===== src/rtl/intx_pkg.sv =====
package intx_pkg;

    typedef enum logic {
        MSG_ASSERT   = 1'b0,
        MSG_DEASSERT = 1'b1
    } intx_msg_e;

    typedef struct packed {
        logic level;   // gated, synchronised request level
        logic toggled; // level differs from the previous cycle
    } lvl_evt_t;

    // The next message kind follows from the current virtual wire state.
    function automatic intx_msg_e kind_for(input logic wire_hi);
        return wire_hi ? MSG_DEASSERT : MSG_ASSERT;
    endfunction

    function automatic logic legacy_allowed(input bit root_port, input int unsigned pin_sel);
        return (!root_port) && (pin_sel == 1);
    endfunction

endpackage


===== src/rtl/intx_sync.sv =====
module intx_sync #(
    parameter int STAGES = 2
) (
    input  logic clk,
    input  logic rst,
    input  logic d,
    output logic q
);
    logic [STAGES-1:0] chain;

    for (genvar g = 0; g < STAGES; g++) begin : g_stage
        if (g == 0) begin : g_first
            always_ff @(posedge clk) begin
                if (rst) chain[0] <= 1'b0;
                else     chain[0] <= d;
            end
        end else begin : g_next
            always_ff @(posedge clk) begin
                if (rst) chain[g] <= 1'b0;
                else     chain[g] <= chain[g-1];
            end
        end
    end

    assign q = chain[STAGES-1];
endmodule


===== src/rtl/intx_edge_gate.sv =====
module intx_edge_gate
    import intx_pkg::*;
(
    input  logic     clk,
    input  logic     rst,
    input  logic     sync_lvl,
    input  logic     enable,
    output lvl_evt_t evt,
    output logic     prev_q
);
    logic gated;

    always_comb begin
        gated       = sync_lvl & enable;
        evt.level   = gated;
        evt.toggled = gated ^ prev_q;
    end

    always_ff @(posedge clk) begin
        if (rst) prev_q <= 1'b0;
        else     prev_q <= gated;
    end
endmodule


===== src/rtl/intx_msg_queue.sv =====
module intx_msg_queue
    import intx_pkg::*;
#(
    parameter int PEND_W = 2
) (
    input  logic              clk,
    input  logic              rst,
    input  logic              edge_in,
    input  logic              msg_ready_i,
    output logic              msg_valid_o,
    output intx_msg_e         msg_kind_o,
    output logic              wire_q,
    output logic [PEND_W-1:0] pend_q
);
    localparam logic [PEND_W-1:0] PEND_MAX = {PEND_W{1'b1}};
    localparam logic [PEND_W-1:0] ONE      = PEND_W'(1);

    logic              take;
    logic [PEND_W-1:0] pend_nxt;

    always_comb begin
        msg_valid_o = (pend_q != '0);
        msg_kind_o  = kind_for(wire_q);
        take        = msg_valid_o && msg_ready_i;
        unique case ({edge_in, take})
            2'b10:   pend_nxt = (pend_q == PEND_MAX) ? (PEND_MAX - ONE) : (pend_q + ONE);
            2'b01:   pend_nxt = pend_q - ONE;
            default: pend_nxt = pend_q;
        endcase
    end

    always_ff @(posedge clk) begin
        if (rst) begin
            pend_q <= '0;
            wire_q <= 1'b0;
        end else begin
            pend_q <= pend_nxt;
            if (take) wire_q <= ~wire_q;
        end
    end
endmodule


===== src/rtl/intx_msg_gen.sv =====
module intx_msg_gen
    import intx_pkg::*;
#(
    parameter bit IS_ROOT_PORT = 1'b0,
    parameter int INT_PIN      = 1,
    parameter int SYNC_STAGES  = 2,
    parameter int PEND_W       = 2
) (
    input  logic clk,
    input  logic rst,
    input  logic irq_level_i,
    input  logic msi_en_i,
    output logic msg_valid_o,
    output logic msg_kind_o,
    input  logic msg_ready_i
);
    localparam bit LEGACY_OK = legacy_allowed(IS_ROOT_PORT, INT_PIN);

    logic              wire_q;
    logic [PEND_W-1:0] pend_q;
    logic              lvl_prev_q;

    if (LEGACY_OK) begin : g_legacy
        logic      sync_lvl;
        lvl_evt_t  evt;
        intx_msg_e kind;

        intx_sync #(.STAGES(SYNC_STAGES)) u_sync (
            .clk (clk),
            .rst (rst),
            .d   (irq_level_i),
            .q   (sync_lvl)
        );

        intx_edge_gate u_gate (
            .clk      (clk),
            .rst      (rst),
            .sync_lvl (sync_lvl),
            .enable   (~msi_en_i),
            .evt      (evt),
            .prev_q   (lvl_prev_q)
        );

        intx_msg_queue #(.PEND_W(PEND_W)) u_queue (
            .clk         (clk),
            .rst         (rst),
            .edge_in     (evt.toggled),
            .msg_ready_i (msg_ready_i),
            .msg_valid_o (msg_valid_o),
            .msg_kind_o  (kind),
            .wire_q      (wire_q),
            .pend_q      (pend_q)
        );

        assign msg_kind_o = kind;
    end else begin : g_off
        assign msg_valid_o = 1'b0;
        assign msg_kind_o  = 1'b0;
        assign wire_q      = 1'b0;
        assign pend_q      = '0;
        assign lvl_prev_q  = 1'b0;
    end
endmodule


===== config.mk =====
export PLATFORM = sky130hd
export DESIGN_NAME = intx_msg_gen
export DESIGN_NICKNAME = d
export VERILOG_FILES = /design/src/rtl/intx_pkg.sv /design/src/rtl/intx_sync.sv /design/src/rtl/intx_edge_gate.sv /design/src/rtl/intx_msg_queue.sv /design/src/rtl/intx_msg_gen.sv
export SDC_FILE = /design/constraint.sdc
export NUM_CORES = 1
export LEC_CHECK = 0
export ABC_AREA = 0
export BUFFER_PORTS_ARGS = -buffer_cell sky130_fd_sc_hd__buf_2
export CAP_MARGIN = 15
export CORE_AREA = 2 2 39 41
export DETAILED_ROUTE_END_ITERATION = 8
export DIE_AREA = 0 0 41 43
export MAX_ROUTING_LAYER = met4
export PLACE_DENSITY = 0.45
export RECOVER_POWER = 25
export SLEW_MARGIN = 0
export SYNTH_ARGS = -nofsm -noshare
export SYNTH_HDL_FRONTEND = slang
export SYNTH_SLANG_ARGS = --single-unit

===== constraint.sdc =====
create_clock -name clk -period 4 [get_ports clk]
set_clock_uncertainty 0.1 [all_clocks]
set_input_delay 1.2 -clock clk [delete_from_list [all_inputs] [get_ports clk]]
set_output_delay 1.2 -clock clk [all_outputs]
set_load 0.1 [all_outputs]

[Word-level counts from Yosys, hierarchy flattened]
Cells that the tools add are included.
Storage, ports and cells
  register bits after elaboration: 6
  output and inout port bits: 2
Operators by class
  multiplexer cells: 3
  $add $sub $neg: 2
  reductions and logical operators: 3
  bitwise operators: 4
  eq/ne operators: 3
Operators with widths (number)
  2-bit equality test, second input constant: 2
  2-bit case mux with 2 select lines: 1
  2-bit nonzero test: 2
  2-bit by 1-bit adder with 2-bit output, second input constant: 1
  2-bit by 1-bit equality test with 1-bit output, second input constant: 1
  2-bit two-way mux: 1
  1-bit NOT: 2
  2-bit by 1-bit subtractor with 2-bit output, second input constant: 1
  1-bit bitwise AND: 1
  1-bit logical AND: 1
  1-bit two-way mux: 1
  1-bit XOR: 1

[Longest topological paths before layout]
  depth after elaboration: 5
  depth in mapped cells: 7
  mapped depth without buffers: 7

[Modules after synthesis]
A second synthesis with hierarchy kept.
Unflattened totals
  cell total of the unflattened synthesis: 33
  area total of the unflattened synthesis: 305.3 µm²
Modules (own cells, without submodules)
  intx_msg_queue: cells an instance 22, area an instance 191.4 µm², times used 1, sequential area each 60.1 µm²
  intx_edge_gate: cells an instance 6, area an instance 57.6 µm², times used 1, sequential area each 20.0 µm²
  intx_sync: cells an instance 4, area an instance 52.6 µm², times used 1, sequential area each 40.0 µm²
  intx_msg_gen: cells an instance 1, area an instance 3.8 µm², times used 1, sequential area each 0.0 µm²

[Worst setup path after synthesis]
OpenSTA, ideal clock, no wires.
  path type: register -> output
  start point: reg g_legacy.u_queue.pend_q[0]
  end point: out msg_valid_o
  buffers on the path: 0
  setup slack: 1.466 ns
  stages on the path, launching flop included: 4
  arrival time: 1.234 ns
  required time: 2.700 ns
  cell sequence: dfxtp_1 -> inv_1 -> ha_1 -> inv_1
Between the ends
  cells in the longest elaborated chain, start to end: 1
Ends and longest elaborated chain
  start, declared: RTL line intx_msg_queue.sv:13  | output logic [PEND_W-1:0] pend_q
  start signal, assigned: RTL line intx_msg_queue.sv:37  | pend_q <= pend_nxt;
  2-bit nonzero test: RTL line intx_msg_queue.sv:22  | msg_valid_o = (pend_q != '0);
  end, declared: RTL line intx_msg_gen.sv:13  | output logic msg_valid_o,
No other way between the ends.

[Worst setup path after layout]
Same ends and word-level chain as after synthesis.

==> impl_summary.log <==
[metrics] status: finished, final reports clean
[metrics] core outline area: 1380 sq um
[metrics] post-layout utilization of the core: 0.250
[metrics] antenna violation net count after detailed routing: 0
[metrics] CTS Buf Count: 3
[metrics] library cell appearing most often on the critical path: sky130_fd_sc_hd__inv_1
[metrics] highest fanout seen on the critical path: 4
[metrics] max-capacitance violation count: 0
[metrics] Port Buf Inserts: 6
[metrics] FF+latch count, synth: 6
[metrics] combinational fraction of design power: 0.275
[metrics] H-tree depth: 1
[metrics] final critical-path share of the clock period: 0.669
[metrics] number of synthesis warnings: 0
[metrics] number of nets in the layout: 47
[metrics] global routing usage summed across all routing layers: 0.0619
[metrics] Seq/Total Area, Yosys: 0.438
[metrics] vias: 195
[metrics] clock root buffer master: sky130_fd_sc_hd__clkbuf_4
[metrics] total length of routed wires: 377 um
[metrics] first-pass GRT wire length: 669 um
[metrics] power density of the placed cells: 479 nW/um^2
[metrics] number of antenna violations at the first check in global routing: 0
[metrics] slew of the pin with the lowest slew margin: 0.483 ns
[metrics] first-pass detailed-route iteration total: 1
[metrics] Max transition margin: 0.681
[metrics] clock transition at the registers of the reported paths: 0.04 ns
[metrics] via count of the first global-routing pass: 191
[metrics] fraction of layout instances using a drive strength above 1: 0.243
[metrics] Placer Congestion: 0.574
[metrics] Clock power frac: 0.322
[metrics] relative contribution of sequential cells to total power: 0.403
[metrics] CP Buf/Inv Count: 3
[metrics] internal power consumption: 0.000111 W
[metrics] number of gates resized after cts: 0
[metrics] post-route DRC violation count: 0
[metrics] kind of start point of the critical path: register
[metrics] time the worst path needs with I/O delays and setup: 2.68 ns
[metrics] CP Data Required Time: 2.70 ns
[metrics] net switching power: 0.0000541 W
[metrics] detail-routed net length per standard cell: 7.11 um
[metrics] setup repair after global routing missed its margin: no
[metrics] die area: 1760 sq um
[metrics] total of hold buffers inserted after clock tree synthesis: 0
[metrics] switching fraction of total power: 0.327
[metrics] number of slew-limit violations in the final report: 0
[metrics] setup_tns: 0 ns
[metrics] final worst hold slack: 0.343 ns
[metrics] Worst Path Arrival: 1.38 ns
[metrics] setup fix buffers added after clock tree synthesis: 0
[metrics] setup slack at placement: 1.57 ns
[metrics] Worst Hold Class: register to register
[metrics] syn nets: 36
[metrics] Worst IR Drop VDD: 160 uV
[metrics] number of DRC markers after the initial detailed-route iteration: 0
[metrics] number of diodes added for antenna fixing: 0
[metrics] largest net degree at the start of global routing: 7
[metrics] Syn Inst Count: 28
[metrics] die outline height: 43 um
[metrics] cell area after synthesis: 274 sq um
[metrics] worst setup path category: register to output pin
[metrics] Die X: 41 um
[metrics] Syn-to-layout area delta: 26.0%
[metrics] LEAKAGE: 0.160 nW
[metrics] distinct cell type count after synthesis: 11
[metrics] cell family with the largest share of critical-path delay: buffers and inverters
[metrics] average footprint of a synthesized cell: 9.79 sq um
[metrics] cells traversed along the worst timing path: inv_1 -> ha_1 -> inv_1 -> buf_2
[metrics] clock network latency to the later pin of the worst-skew pair: 0.24 ns
[metrics] FP Rows: 14
[metrics] Remaining Overflow, GRT: 0
[metrics] clock tree from TritonCTS: yes
[metrics] worst reg-to-reg setup slack: 2.45 ns
[metrics] most common library cell in the layout ignoring fill and taps: sky130_fd_sc_hd__dfxtp_1
[metrics] setup-violating endpoint count in the final report: 0
[metrics] endpoint class of the critical path: output pin
[metrics] number of I/O pins: 7
[metrics] worst setup slack after layout: 1.32 ns
[metrics] Initial Utilization: 0.198
[metrics] delay of the slowest cell on the worst path: 0.41 ns
[metrics] vias per cell: 3.68
[metrics] Fmax achieved: 374 MHz
[metrics] top library cells by usage in the layout, fill and taps aside: sky130_fd_sc_hd__dfxtp_1, sky130_fd_sc_hd__buf_2, sky130_fd_sc_hd__inv_1, sky130_fd_sc_hd__nor2b_1
[metrics] Bufs on Longest Clock Path: 2
[metrics] sinks on the clock net: 6
[metrics] final hold viol count: 0
[metrics] slowest cell on the critical path: sky130_fd_sc_hd__buf_2
-- metal layers --
| layer | track usage | up-vias | share of wire | wire length [um] |
|---|---|---|---|---|
| met2 | 0.0781 | 6 | 0.43 | 162 |
| met4 | 0.0600 | 0 | 0 | 0 |
| met1 | 0.0647 | 85 | 0.50 | 187 |
| li1 | - | 104 | - | - |
| met5 | - | - | 0 | 0 |
| met3 | 0.0314 | 0 | 0.074 | 28 |
-- cell families after synthesis --
| logic type | after synthesis | share of synthesized area |
|---|---|---|
| and+or+nand+nor | 9 | 0.196 |
| DFF | 6 | 0.438 |
| buffers and inverters | 4 | 0.0548 |
| AOI/OAI and AO/OA | 2 | 0.0365 |
| muxes | 2 | 0.0731 |
| adders and majority gates | 3 | 0.137 |
| xor gates and xnor gates | 2 | 0.0639 |
-- worst paths after layout --
path	startpoint	to	depth (start not counted)
max	g_legacy.u_queue.pend_q[0]	msg_valid_o	4
max reg2reg	g_legacy.u_queue.pend_q[0]	g_legacy.u_queue.pend_q[0]	7
min	g_legacy.u_sync.chain[0]	g_legacy.u_sync.q	1
min reg2reg	g_legacy.u_sync.chain[0]	g_legacy.u_sync.q	1
-- cells in the mapped netlist --
| master | count | area [sq um] |
|---|---|---|
| sky130_fd_sc_hd__inv_1 | 4 | 15.0 |
| sky130_fd_sc_hd__nor2b_4 | 1 | 13.8 |
| sky130_fd_sc_hd__a21oi_1 | 1 | 5.00 |
| sky130_fd_sc_hd__ha_1 | 3 | 37.5 |
| sky130_fd_sc_hd__nand2_1 | 1 | 3.75 |
| sky130_fd_sc_hd__mux2i_1 | 2 | 20.0 |
| sky130_fd_sc_hd__dfxtp_1 | 6 | 120 |
| sky130_fd_sc_hd__nor2_1 | 3 | 11.3 |
| sky130_fd_sc_hd__xnor2_1 | 2 | 17.5 |
| sky130_fd_sc_hd__o21ai_0 | 1 | 5.00 |
| sky130_fd_sc_hd__nor2b_1 | 4 | 25.0 |
-- flip-flops by register name, summed over array words and instances (netlist names) --
name	flops
g_legacy.u_sync.chain	1
g_legacy.u_queue.pend_q	2
g_legacy.u_sync.q	1
g_legacy.u_queue.wire_q	1
g_legacy.u_gate.prev_q	1
-- final cells by class --
type | count | area (sq um)
Fill cell | 153 | 1040
Multi-Input combinational cell | 18 | 139
Sequential cell | 6 | 120
Timing Repair Buffer | 6 | 28.8
Clock buffer | 3 | 22.5
Tap cell | 16 | 20.0
Inverter | 4 | 15.0
-- through the flow --
stage / std cells / instance area, sq um / power, W
6_report: 53 / 345 / 0.000165
4_1_cts: 53 / 347 / 0.000171
3_5_place_dp: 50 / 324 / 0.000114
5_1_grt: 53 / 345 / 0.000176
3_3_place_gp: 50 / 324 / 0.000114
2_1_floorplan: 28 / 274 / 0.000106
-- worst register-to-register path: cells and delay by family, from the launching register on --
family	cells	cell delay, ns
flops	1	0.36
buf+inv	1	0.06
compound gates	2	0.21
fa+ha+maj	2	0.51
simple gates	2	0.25
-- power by group through the flow --
stage	Sequential, W	Combinational, W	Clock, W
after floorplan	0.0000752	0.0000307	0
after global placement	0.0000676	0.0000462	0
after detailed placement	0.0000677	0.0000462	0
after CTS	0.0000667	0.0000464	0.0000577
after global routing	0.0000670	0.0000494	0.0000598
final	0.0000667	0.0000454	0.0000533
Power figures use the tool's default switching activity.
